File: src/rtl/ptrcore_pkg.sv
package ptrcore_pkg;

    typedef enum logic [1:0] {
        PH_FETCH = 2'd0,
        PH_EXEC  = 2'd1,
        PH_LONG  = 2'd2
    } phase_e;

    localparam logic [3:0] OP_LDN = 4'h0;
    localparam logic [3:0] OP_INC = 4'h1;
    localparam logic [3:0] OP_DEC = 4'h2;
    localparam logic [3:0] OP_SBR = 4'h3;
    localparam logic [3:0] OP_LDA = 4'h4;
    localparam logic [3:0] OP_STR = 4'h5;
    localparam logic [3:0] OP_IRX = 4'h6;
    localparam logic [3:0] OP_XMV = 4'h7;
    localparam logic [3:0] OP_GLO = 4'h8;
    localparam logic [3:0] OP_GHI = 4'h9;
    localparam logic [3:0] OP_PLO = 4'hA;
    localparam logic [3:0] OP_PHI = 4'hB;
    localparam logic [3:0] OP_LBR = 4'hC;
    localparam logic [3:0] OP_SEP = 4'hD;
    localparam logic [3:0] OP_SEX = 4'hE;
    localparam logic [3:0] OP_ALU = 4'hF;

    // branch test shared by short and long forms
    function automatic logic cond_met(input logic [3:0] code, input logic zero, input logic flag);
        case (code)
            4'h0:    cond_met = 1'b1;
            4'h2:    cond_met = zero;
            4'h3:    cond_met = flag;
            4'hA:    cond_met = !zero;
            4'hB:    cond_met = !flag;
            default: cond_met = 1'b0;
        endcase
    endfunction

endpackage

File: src/rtl/ptrcore_regs.sv
module ptrcore_regs #(
    parameter int NREG = 16,
    parameter int AW   = 16,
    localparam int SW  = $clog2(NREG)
) (
    input  logic          clk,
    input  logic          rst_n,
    input  logic          we,
    input  logic [SW-1:0] wsel,
    input  logic [AW-1:0] wval,
    input  logic [SW-1:0] sel_p,
    input  logic [SW-1:0] sel_x,
    input  logic [SW-1:0] sel_n,
    output logic [AW-1:0] val_p,
    output logic [AW-1:0] val_x,
    output logic [AW-1:0] val_n
);
    logic [AW-1:0] regs_q [NREG];

    for (genvar g = 0; g < NREG; g++) begin : g_reg
        always_ff @(posedge clk or negedge rst_n) begin
            if (!rst_n) begin
                regs_q[g] <= '0;
            end else if (we && wsel == SW'(g)) begin
                regs_q[g] <= wval;
            end
        end
    end

    assign val_p = regs_q[sel_p];
    assign val_x = regs_q[sel_x];
    assign val_n = regs_q[sel_n];
endmodule

File: src/rtl/ptrcore_alu.sv
module ptrcore_alu #(
    parameter int DW = 8
) (
    input  logic [3:0]    fn,
    input  logic [DW-1:0] acc,
    input  logic [DW-1:0] opnd,
    input  logic          df_in,
    output logic [DW-1:0] res,
    output logic          df_out
);
    localparam logic [DW:0] ONE = (DW+1)'(1);
    logic [DW:0] sum;

    always_comb begin
        sum    = '0;
        res    = opnd;
        df_out = df_in;
        case (fn[2:0])
            3'd1: res = acc | opnd;
            3'd2: res = acc & opnd;
            3'd3: res = acc ^ opnd;
            3'd4: begin
                sum    = {1'b0, acc} + {1'b0, opnd};
                res    = sum[DW-1:0];
                df_out = sum[DW];
            end
            3'd5: begin
                sum    = {1'b0, opnd} + {1'b0, ~acc} + ONE;
                res    = sum[DW-1:0];
                df_out = sum[DW];
            end
            3'd6: begin
                if (fn[3]) begin
                    res    = {acc[DW-2:0], 1'b0};
                    df_out = acc[DW-1];
                end else begin
                    res    = {1'b0, acc[DW-1:1]};
                    df_out = acc[0];
                end
            end
            3'd7: begin
                sum    = {1'b0, acc} + {1'b0, ~opnd} + ONE;
                res    = sum[DW-1:0];
                df_out = sum[DW];
            end
            default: res = opnd;
        endcase
    end
endmodule

File: src/rtl/ptrcore.sv
module ptrcore #(
    parameter int DW   = 8,
    parameter int AW   = 16,
    parameter int NREG = 16,
    localparam int SW  = $clog2(NREG)
) (
    input  logic          clk,
    input  logic          rst_n,
    output logic [AW-1:0] mem_addr,
    output logic          mem_rd,
    output logic          mem_wr,
    output logic [DW-1:0] mem_wdata,
    input  logic [DW-1:0] mem_rdata,
    output logic [DW-1:0] acc_o,
    output logic          carry_o,
    output logic [SW-1:0] pc_sel_o,
    output logic [SW-1:0] ptr_sel_o
);
    import ptrcore_pkg::*;

    localparam logic [AW-1:0] ONE = AW'(1);

    typedef struct packed {
        phase_e        ph;
        logic [3:0]    i;
        logic [3:0]    n;
        logic [DW-1:0] d;
        logic          df;
        logic [SW-1:0] p;
        logic [SW-1:0] x;
        logic [DW-1:0] hold;
    } core_t;

    core_t st_d, st_q;

    logic          rf_we;
    logic [SW-1:0] rf_sel;
    logic [AW-1:0] rf_val;
    logic [AW-1:0] rp_val, rx_val, rn_val;
    logic [DW-1:0] alu_res;
    logic          alu_df;
    logic          take;

    ptrcore_regs #(.NREG(NREG), .AW(AW)) u_regs (
        .clk(clk), .rst_n(rst_n),
        .we(rf_we), .wsel(rf_sel), .wval(rf_val),
        .sel_p(st_q.p), .sel_x(st_q.x), .sel_n(st_q.n),
        .val_p(rp_val), .val_x(rx_val), .val_n(rn_val)
    );

    ptrcore_alu #(.DW(DW)) u_alu (
        .fn(st_q.n), .acc(st_q.d), .opnd(mem_rdata), .df_in(st_q.df),
        .res(alu_res), .df_out(alu_df)
    );

    assign take = cond_met(st_q.n, st_q.d == '0, st_q.df);

    always_comb begin
        st_d      = st_q;
        mem_addr  = rp_val;
        mem_rd    = 1'b0;
        mem_wr    = 1'b0;
        mem_wdata = st_q.d;
        rf_we     = 1'b0;
        rf_sel    = st_q.p;
        rf_val    = rp_val + ONE;
        case (st_q.ph)
            PH_FETCH: begin
                mem_rd  = 1'b1;
                st_d.i  = mem_rdata[DW-1:DW-4];
                st_d.n  = mem_rdata[3:0];
                rf_we   = 1'b1;
                st_d.ph = PH_EXEC;
            end
            PH_EXEC: begin
                st_d.ph = PH_FETCH;
                case (st_q.i)
                    OP_LDN, OP_LDA: begin
                        mem_addr = rn_val;
                        mem_rd   = 1'b1;
                        st_d.d   = mem_rdata;
                        rf_we    = (st_q.i == OP_LDA);
                        rf_sel   = st_q.n;
                        rf_val   = rn_val + ONE;
                    end
                    OP_INC, OP_DEC: begin
                        rf_we  = 1'b1;
                        rf_sel = st_q.n;
                        rf_val = (st_q.i == OP_INC) ? rn_val + ONE : rn_val - ONE;
                    end
                    OP_SBR: begin
                        mem_rd = 1'b1;
                        rf_we  = 1'b1;
                        if (take) rf_val = {rp_val[AW-1:DW], mem_rdata};
                    end
                    OP_STR: begin
                        mem_addr = rn_val;
                        mem_wr   = 1'b1;
                    end
                    OP_IRX: begin
                        rf_we  = (st_q.n == 4'h0);
                        rf_sel = st_q.x;
                        rf_val = rx_val + ONE;
                    end
                    OP_XMV: begin
                        mem_addr = rx_val;
                        rf_sel   = st_q.x;
                        if (st_q.n == 4'h2) begin
                            mem_rd = 1'b1;
                            st_d.d = mem_rdata;
                            rf_we  = 1'b1;
                            rf_val = rx_val + ONE;
                        end else if (st_q.n == 4'h3) begin
                            mem_wr = 1'b1;
                            rf_we  = 1'b1;
                            rf_val = rx_val - ONE;
                        end
                    end
                    OP_GLO: st_d.d = rn_val[DW-1:0];
                    OP_GHI: st_d.d = rn_val[AW-1:DW];
                    OP_PLO, OP_PHI: begin
                        rf_we  = 1'b1;
                        rf_sel = st_q.n;
                        rf_val = (st_q.i == OP_PLO) ? {rn_val[AW-1:DW], st_q.d}
                                                    : {st_q.d, rn_val[DW-1:0]};
                    end
                    OP_LBR: begin
                        mem_rd    = 1'b1;
                        rf_we     = 1'b1;
                        st_d.hold = mem_rdata;
                        st_d.ph   = PH_LONG;
                    end
                    OP_SEP: st_d.p = st_q.n;
                    OP_SEX: st_d.x = st_q.n;
                    default: begin
                        if (st_q.n[2:0] != 3'd6) begin
                            mem_rd = 1'b1;
                            if (st_q.n[3]) rf_we = 1'b1;
                            else           mem_addr = rx_val;
                        end
                        st_d.d  = alu_res;
                        st_d.df = alu_df;
                    end
                endcase
            end
            default: begin
                mem_rd  = 1'b1;
                rf_we   = 1'b1;
                st_d.ph = PH_FETCH;
                if (take) rf_val = {st_q.hold, mem_rdata};
            end
        endcase
    end

    always_ff @(posedge clk or negedge rst_n) begin
        if (!rst_n) begin
            st_q <= '{ph: PH_FETCH, default: '0};
        end else begin
            st_q <= st_d;
        end
    end

    assign acc_o     = st_q.d;
    assign carry_o   = st_q.df;
    assign pc_sel_o  = st_q.p;
    assign ptr_sel_o = st_q.x;
endmodule

File: config.mk
export PLATFORM = sky130hd
export DESIGN_NAME = ptrcore
export DESIGN_NICKNAME = d
export VERILOG_FILES = /design/src/rtl/ptrcore_pkg.sv /design/src/rtl/ptrcore_regs.sv /design/src/rtl/ptrcore_alu.sv /design/src/rtl/ptrcore.sv
export SDC_FILE = /design/constraint.sdc
export NUM_CORES = 1
export LEC_CHECK = 0
export ABC_CLOCK_PERIOD_IN_PS = 7600
export BUFFER_PORTS_ARGS = -buffer_cell sky130_fd_sc_hd__clkbuf_2
export CORE_MARGIN = 5
export CORE_UTILIZATION = 28
export CTS_BUF_LIST = sky130_fd_sc_hd__clkbuf_4
export CTS_CLUSTER_DIAMETER = 40
export DETAILED_ROUTE_END_ITERATION = 8
export GPL_TIMING_DRIVEN = 1
export PLACE_DENSITY = 0.53
export SYNTH_ARGS = -nofsm -noshare
export SYNTH_HDL_FRONTEND = slang
export SYNTH_SLANG_ARGS = --single-unit
File: constraint.sdc
create_clock -name clk -period 7.6 [get_ports clk]
set_input_delay 0.38 -clock clk [delete_from_list [all_inputs] [get_ports clk]]
set_output_delay 0.38 -clock clk [all_outputs]
set_load 0.05 [all_outputs]
## Word-level counts from Yosys, hierarchy flattened

Cells that the tools add are included.
W data, S select, Z words.

- Add/sub/neg operators: 10
- Order comparisons: 3
- Equality and inequality tests: 43
- Multiplexer cells: 45
- Bitwise logic cells: 10
- Reduce and logical (&&, ||, !) cells: 42

Operators with widths:

| cell | number |
|---|---|
| $mux W16 | 15 |
| $bmux W16 S4 | 3 |
| $pmux W16 S6 | 1 |
| $eq A4 B4 Y1 const B | 17 |
| $pmux W8 S7 | 1 |
| $add A16 B1 Y16 const B | 3 |
| $pmux W16 S3 | 1 |
| $pmux W8 S5 | 1 |
| $eq A4 B3 Y1 const B | 8 |
| $pmux W16 S2 | 1 |
| $sub A16 B1 Y16 const B | 2 |
| $add A8 B8 Y9 | 3 |
| $eq A4 B2 Y1 const B | 6 |
| $reduce_or A10 Y1 | 2 |
| $add A9 B1 Y9 const B | 2 |
| $logic_and A1 B1 Y1 | 16 |
| $mux W8 | 2 |
| $not A8 Y8 | 2 |
| $ge A5 B5 Y1 const B | 3 |
| $not A4 Y5 | 3 |
| $reduce_or A15 Y1 | 1 |
| $eq A3 B3 Y1 const B | 4 |
| $logic_not A4 Y1 | 3 |
| $reduce_or A6 Y1 | 2 |
| 30 further kinds | 51 |

- Register bits after elaboration: 291
- Input bits: 10
- Output and inout port bits: 43

## Logic depth before layout (Yosys ltp)

- Word-level depth: 9
- Gate-level depth with buffers: 17
- Mapped depth without buffers: 13

## Modules after synthesis

Synthesis repeated with hierarchy kept, for this count alone.

- Cells, all modules: 2008
- Area total of the unflattened synthesis: 22485.3 µm²

Modules (own cells, without submodules):

| module | instances | cells each | area an instance (µm²) | sequential area each (µm²) |
|---|---|---|---|---|
| ptrcore_regs | 1 | 985 | 15205.8 | 6406.1 |
| ptrcore | 1 | 777 | 5476.5 | 875.8 |
| ptrcore_alu | 1 | 246 | 1803.0 | 0.0 |

## Worst setup path after synthesis

No wires, ideal clock.

- Path type: register -> register
- From: register st_q (netlist bit ptr_sel_o[2])
- To: register u_regs.regs_q[170] (netlist bit)
- Data arrival time: 3.693 ns
- Setup slack: 3.782 ns
- Stages on the path, launching flop included: 16
- Buffers on the path: 5
- Clock period less this slack: 3.818 ns
- Cell sequence: dfrtp_1 -> buf_4 -> buf_2 -> buf_2 -> buf_2 -> mux4_2 -> nand3_1 -> nand4_2 -> or4_4 -> nor3_1 -> xnor2_1 -> nand2_1 -> a311o_1 -> a21o_1 -> buf_2 -> mux2_2

- Word-level cells in the longest chain between the ends: 9
- Elaborated cells on any way between the ends: 14
- Classes of those cells: add/sub (2); eq/ne (1); mux (9); bitwise (1); reduce/logical (1)

Ends and longest elaborated chain:

| item | RTL line | RTL |
|---|---|---|
| from (decl) | ptrcore.sv:34 | `core_t st_d, st_q;` |
| from (signal assigned) | ptrcore.sv:159 | `st_q <= st_d;` |
| $not A4 Y5 (not written as such) | ptrcore_regs.sv:31 | `assign val_x = regs_q[sel_x];` |
| $bmux W16 S4 | ptrcore_regs.sv:31 |  |
| $mux W16 (not written as such) (2 in a row) | ptrcore_regs.sv:31 |  |
| $sub A16 B1 Y16 | ptrcore.sv:116 | `rf_val = rx_val - ONE;` |
| $mux W16 | ptrcore.sv:113 | `end else if (st_q.n == 4'h3) begin` |
| $mux W16 | ptrcore.sv:108 | `if (st_q.n == 4'h2) begin` |
| $pmux W16 S6 | ptrcore.sv:77 | `case (st_q.i)` |
| $pmux W16 S2 | ptrcore.sv:67 | `case (st_q.ph)` |
| to (signal, indexed assignment) | ptrcore_regs.sv:25 | `regs_q[g] <= wval;` |
| to (decl) | ptrcore_regs.sv:18 | `logic [AW-1:0] regs_q [NREG];` |

Parallel ways exist; a longest one is shown, timed or not. The select of a mux whose other input is x is not followed.
A chain may end at the register's enable or synchronous reset.

## Final worst setup path

- From: register st_q[26] (netlist bit)
- To: output mem_addr[4]

- Word-level cells in the longest chain between the ends: 6
- Elaborated cells on any way between the ends: 8
- Classes of those cells: eq/ne (1); mux (6); bitwise (1)

Ends and longest elaborated chain:

| item | RTL line | RTL |
|---|---|---|
| $not A4 Y5 (not written as such) | ptrcore_regs.sv:32 | `assign val_n = regs_q[sel_n];` |
| $bmux W16 S4 | ptrcore_regs.sv:32 |  |
| $mux W16 (not written as such) (2 in a row) | ptrcore_regs.sv:32 |  |
| $pmux W16 S3 (*) | ptrcore.sv:77 |  |
| $mux W16 (*) | ptrcore.sv:67 |  |
| to (decl) | ptrcore.sv:9 | `output logic [AW-1:0] mem_addr,` |

Every way passes the cells marked *; elsewhere a longest branch is shown, timed or not. The select of a mux whose other input is x is not followed.

==> implementation parameters <==
Parameter                              Value

Outcome
  Result of the run    completed

GRT
  Initial antenna violation count    1
  Via count of the first global-routing pass    19800
  Global-route wire length before repair    138 mm
  Overflow left after global routing    0
  Combined global-route utilization of all metal layers    0.206
  Pin count of the biggest net entering global routing    106

Clock network
  H-Tree Depth    3
  Worst-skew pair later-pin latency    0.87 ns
  Clock slew at reported path FFs    0.07 ns
  Clock tree from TritonCTS    yes
  TritonCTS Sinks    291
  Number of buffers created by CTS    89
  CTS root buffer    clkbuf_4
  CTS max path bufs    3
  Cts repair resizes    0

Floorplanning
  Initial standard-cell utilization of the core    0.282
  Chip Height    297 microns
  Number of ports placed on the die boundary    53
  Core Region    0.0820 sq mm
  Num rows    105
  Die Outline Area    0.0885 sq mm
  Die X-Extent    297 microns

Final layout
  Most common library cell in the layout ignoring fill and taps    dfrtp_1
  Commonest cells after routing, fill and taps aside    dfrtp_1 (283), mux2_2 (230), mux4_2 (185)
  Net count of the finished layout    2192
  Area grow syn2layout    9.41%
  Share of post-route cells with drive strength above 1    0.330

Timing
  Share of the clock period used by the worst path after layout    0.742
  Final-layout setup total negative slack    0 ns
  Post-Route Skew    0.0501 ns
  Hold Violations, Final    0
  Final Max Tran Viols    0
  Measured slew at the worst slew-check pin    1.33 ns
  Max Fclk    177 MHz
  Final Setup Violations    0
  Headroom to the max-slew limit    0.109
  Final min period    5.64 ns
  RSZ-0062 raised after global routing    no

Critical path
  Critical Path End Type    primary output
  Critical Path Slowest Stage Cell    dfrtp_4
  Startpoint of the most critical register-to-register path    st_q[25]
  Endpoint arrival time on the critical path    5.26 ns
  RR Endpoint    u_regs.regs_q[73]
  Crit path buf inv count    3
  Number of cells traversed by the worst register-to-register path    11
  Required time reported for the critical path endpoint    7.22 ns
  Peak per-stage delay on the critical path    0.95 ns
  Type of the setup path with the least slack    reg2out
  Worst-case register-to-register setup slack    2.05 ns
  Startpoint class of the critical path    register
  Largest fanout on the critical path    52
  Kind of cell adding the most delay to the critical path    simple AND/OR/NAND/NOR gates
  Ordered list of cells on the worst path    buf_4 > nor2b_1 > nand2_1 > nand2b_1 > a21o_1 > inv_1 > o22ai_1 > clkbuf_2

Run
  Max-Cap Viols    0

Synth
  Number of enable flip-flop cells after synthesis    0
  FF+latch count, synth    291
  Sequential element share of the synthesized area    0.315
  Average instance area after synthesis    10.9 sq um
  Cell variety after synth    100
  Share of synthesized flip-flops with an asynchronous set or reset    1.00
  Primary FF master, synth    dfrtp_1
  Total standard cell area after synthesis    0.0231 sq mm
  Number of warnings printed during yosys synthesis    0
  Number of instances in the synthesized netlist    2125
  Post-Synthesis Net Count    2175

Placed design
  Post-DP HPWL    64.8 mm
  Count of buffers inserted at the top-level ports    52
  Routability-driven placement congestion ratio    1.00

Worst hold path
  Hold/Removal Path Class    in2async

Routing
  DRC errors left    0
  Count of nets left with antenna violations after detail routing    0
  Count of routing violations after the opening detailed-route iteration    2262
  Routed vias    19800
  Average via count per standard cell    6.05
  Avg WL per Cell    28.5 microns
  Total wire length    93.5 mm
  First-pass DRT Iterations    5
-- worst max-delay path by stage --
stage,from,end,slack (ns),cells past startpoint
2_1_floorplan,ptr_sel_o[2],u_regs.regs_q[170],3.78,15
3_3_place_gp,st_q[25],u_regs.regs_q[73],2.26,11
3_5_place_dp,st_q[25],u_regs.regs_q[121],2.21,11
4_1_cts,st_q[26],mem_addr[5],2.06,8
5_1_grt,st_q[25],u_regs.regs_q[236],1.77,11
6_report,st_q[26],mem_addr[4],1.96,8
-- per-stage QoR --
step	util	area (sq um)	hold WS, ns	setup slack [ns]	std cells
2_1_floorplan	-	23100	0.0844	3.78	2125
3_3_place_gp	0.294	24100	0.476	2.26	3112
3_5_place_dp	0.294	24100	0.482	2.21	3112
4_1_cts	0.309	25300	0.164	2.06	3279
5_1_grt	0.309	25300	0.240	1.77	3280
6_report	0.309	25300	0.212	1.96	3280
-- registers in the layout (all words and copies together) (netlist names) --
signal and count:
acc_o 8, carry_o 1, u_regs.regs_q 256, ptr_sel_o 4, st_q 18, pc_sel_o 4
-- metal layers --
metal | track usage | part of all wire | vias up
li1 | - | - | 8296
met1 | 0.275 | 0.42 | 10200
met2 | 0.314 | 0.44 | 1082
met3 | 0.0479 | 0.087 | 221
met4 | 0.102 | 0.053 | 0
met5 | 0 | 0 | -
-- cell families (layout without fill, tap and decap cells) --
logic type                 after synthesis  count (layout)  synth area share
DFF                                    291             291             0.315
muxes                                  479             479             0.323
buffers and inverters                  243             327            0.0583
other                                    0               1                 0
AOI/OAI and AO/OA                      479             479             0.146
adders and majority gates               40              40            0.0226
xor gates and xnor gates                50              50            0.0189
and+or+nand+nor                        543             543             0.116
-- cell usage after synthesis, types with 8 or more instances --
master	instances	area share
a211oi_1	13	0.0042
nand3_1	47	0.010
o21bai_1	12	0.0039
a31oi_1	29	0.0078
mux4_2	185	0.18
dfrtp_1	291	0.31
xor2_1	17	0.0064
nand4_1	19	0.0051
o211ai_1	11	0.0036
and4_1	11	0.0042
nor2b_1	19	0.0051
buf_6	13	0.0063
nor3_1	35	0.0076
buf_1	8	0.0013
and2_1	15	0.0041
inv_1	50	0.0081
a221o_1	9	0.0039
nand2b_1	13	0.0035
buf_2	24	0.0052
nor4_1	15	0.0041
o21ai_0	97	0.021
clkbuf_1	92	0.015
o31ai_1	11	0.0036
and3_1	12	0.0032
a221oi_1	30	0.011
or3_1	10	0.0027
a22oi_1	35	0.011
a21oi_1	94	0.020
mux2i_1	58	0.025
o22ai_1	17	0.0046
a22o_1	17	0.0064
mux2_2	230	0.11
nand2_1	183	0.030
a21o_1	13	0.0042
o221ai_1	14	0.0053
xnor2_1	33	0.012
ha_1	37	0.020
buf_4	41	0.013
nor2_1	126	0.020
-- layout make-up --
cell class | count | area (sq um)
multi-input combinational | 1591 | 14600
sequential | 291 | 7300
fill | 8493 | 56700
clock buffer | 125 | 938
clock inverter | 33 | 195
timing repair buffer | 116 | 786
antenna | 1 | 2.50
inverter | 53 | 199
tap | 1070 | 1340
-- repair_timing --
item	in CTS	in global routing
hold buffers	9	0
setup buffers	0	0
hold endpoints to repair	114	0
Power is not shown: default switching activity piles up to over one toggle a cycle in this logic, so the estimate is an artifact.
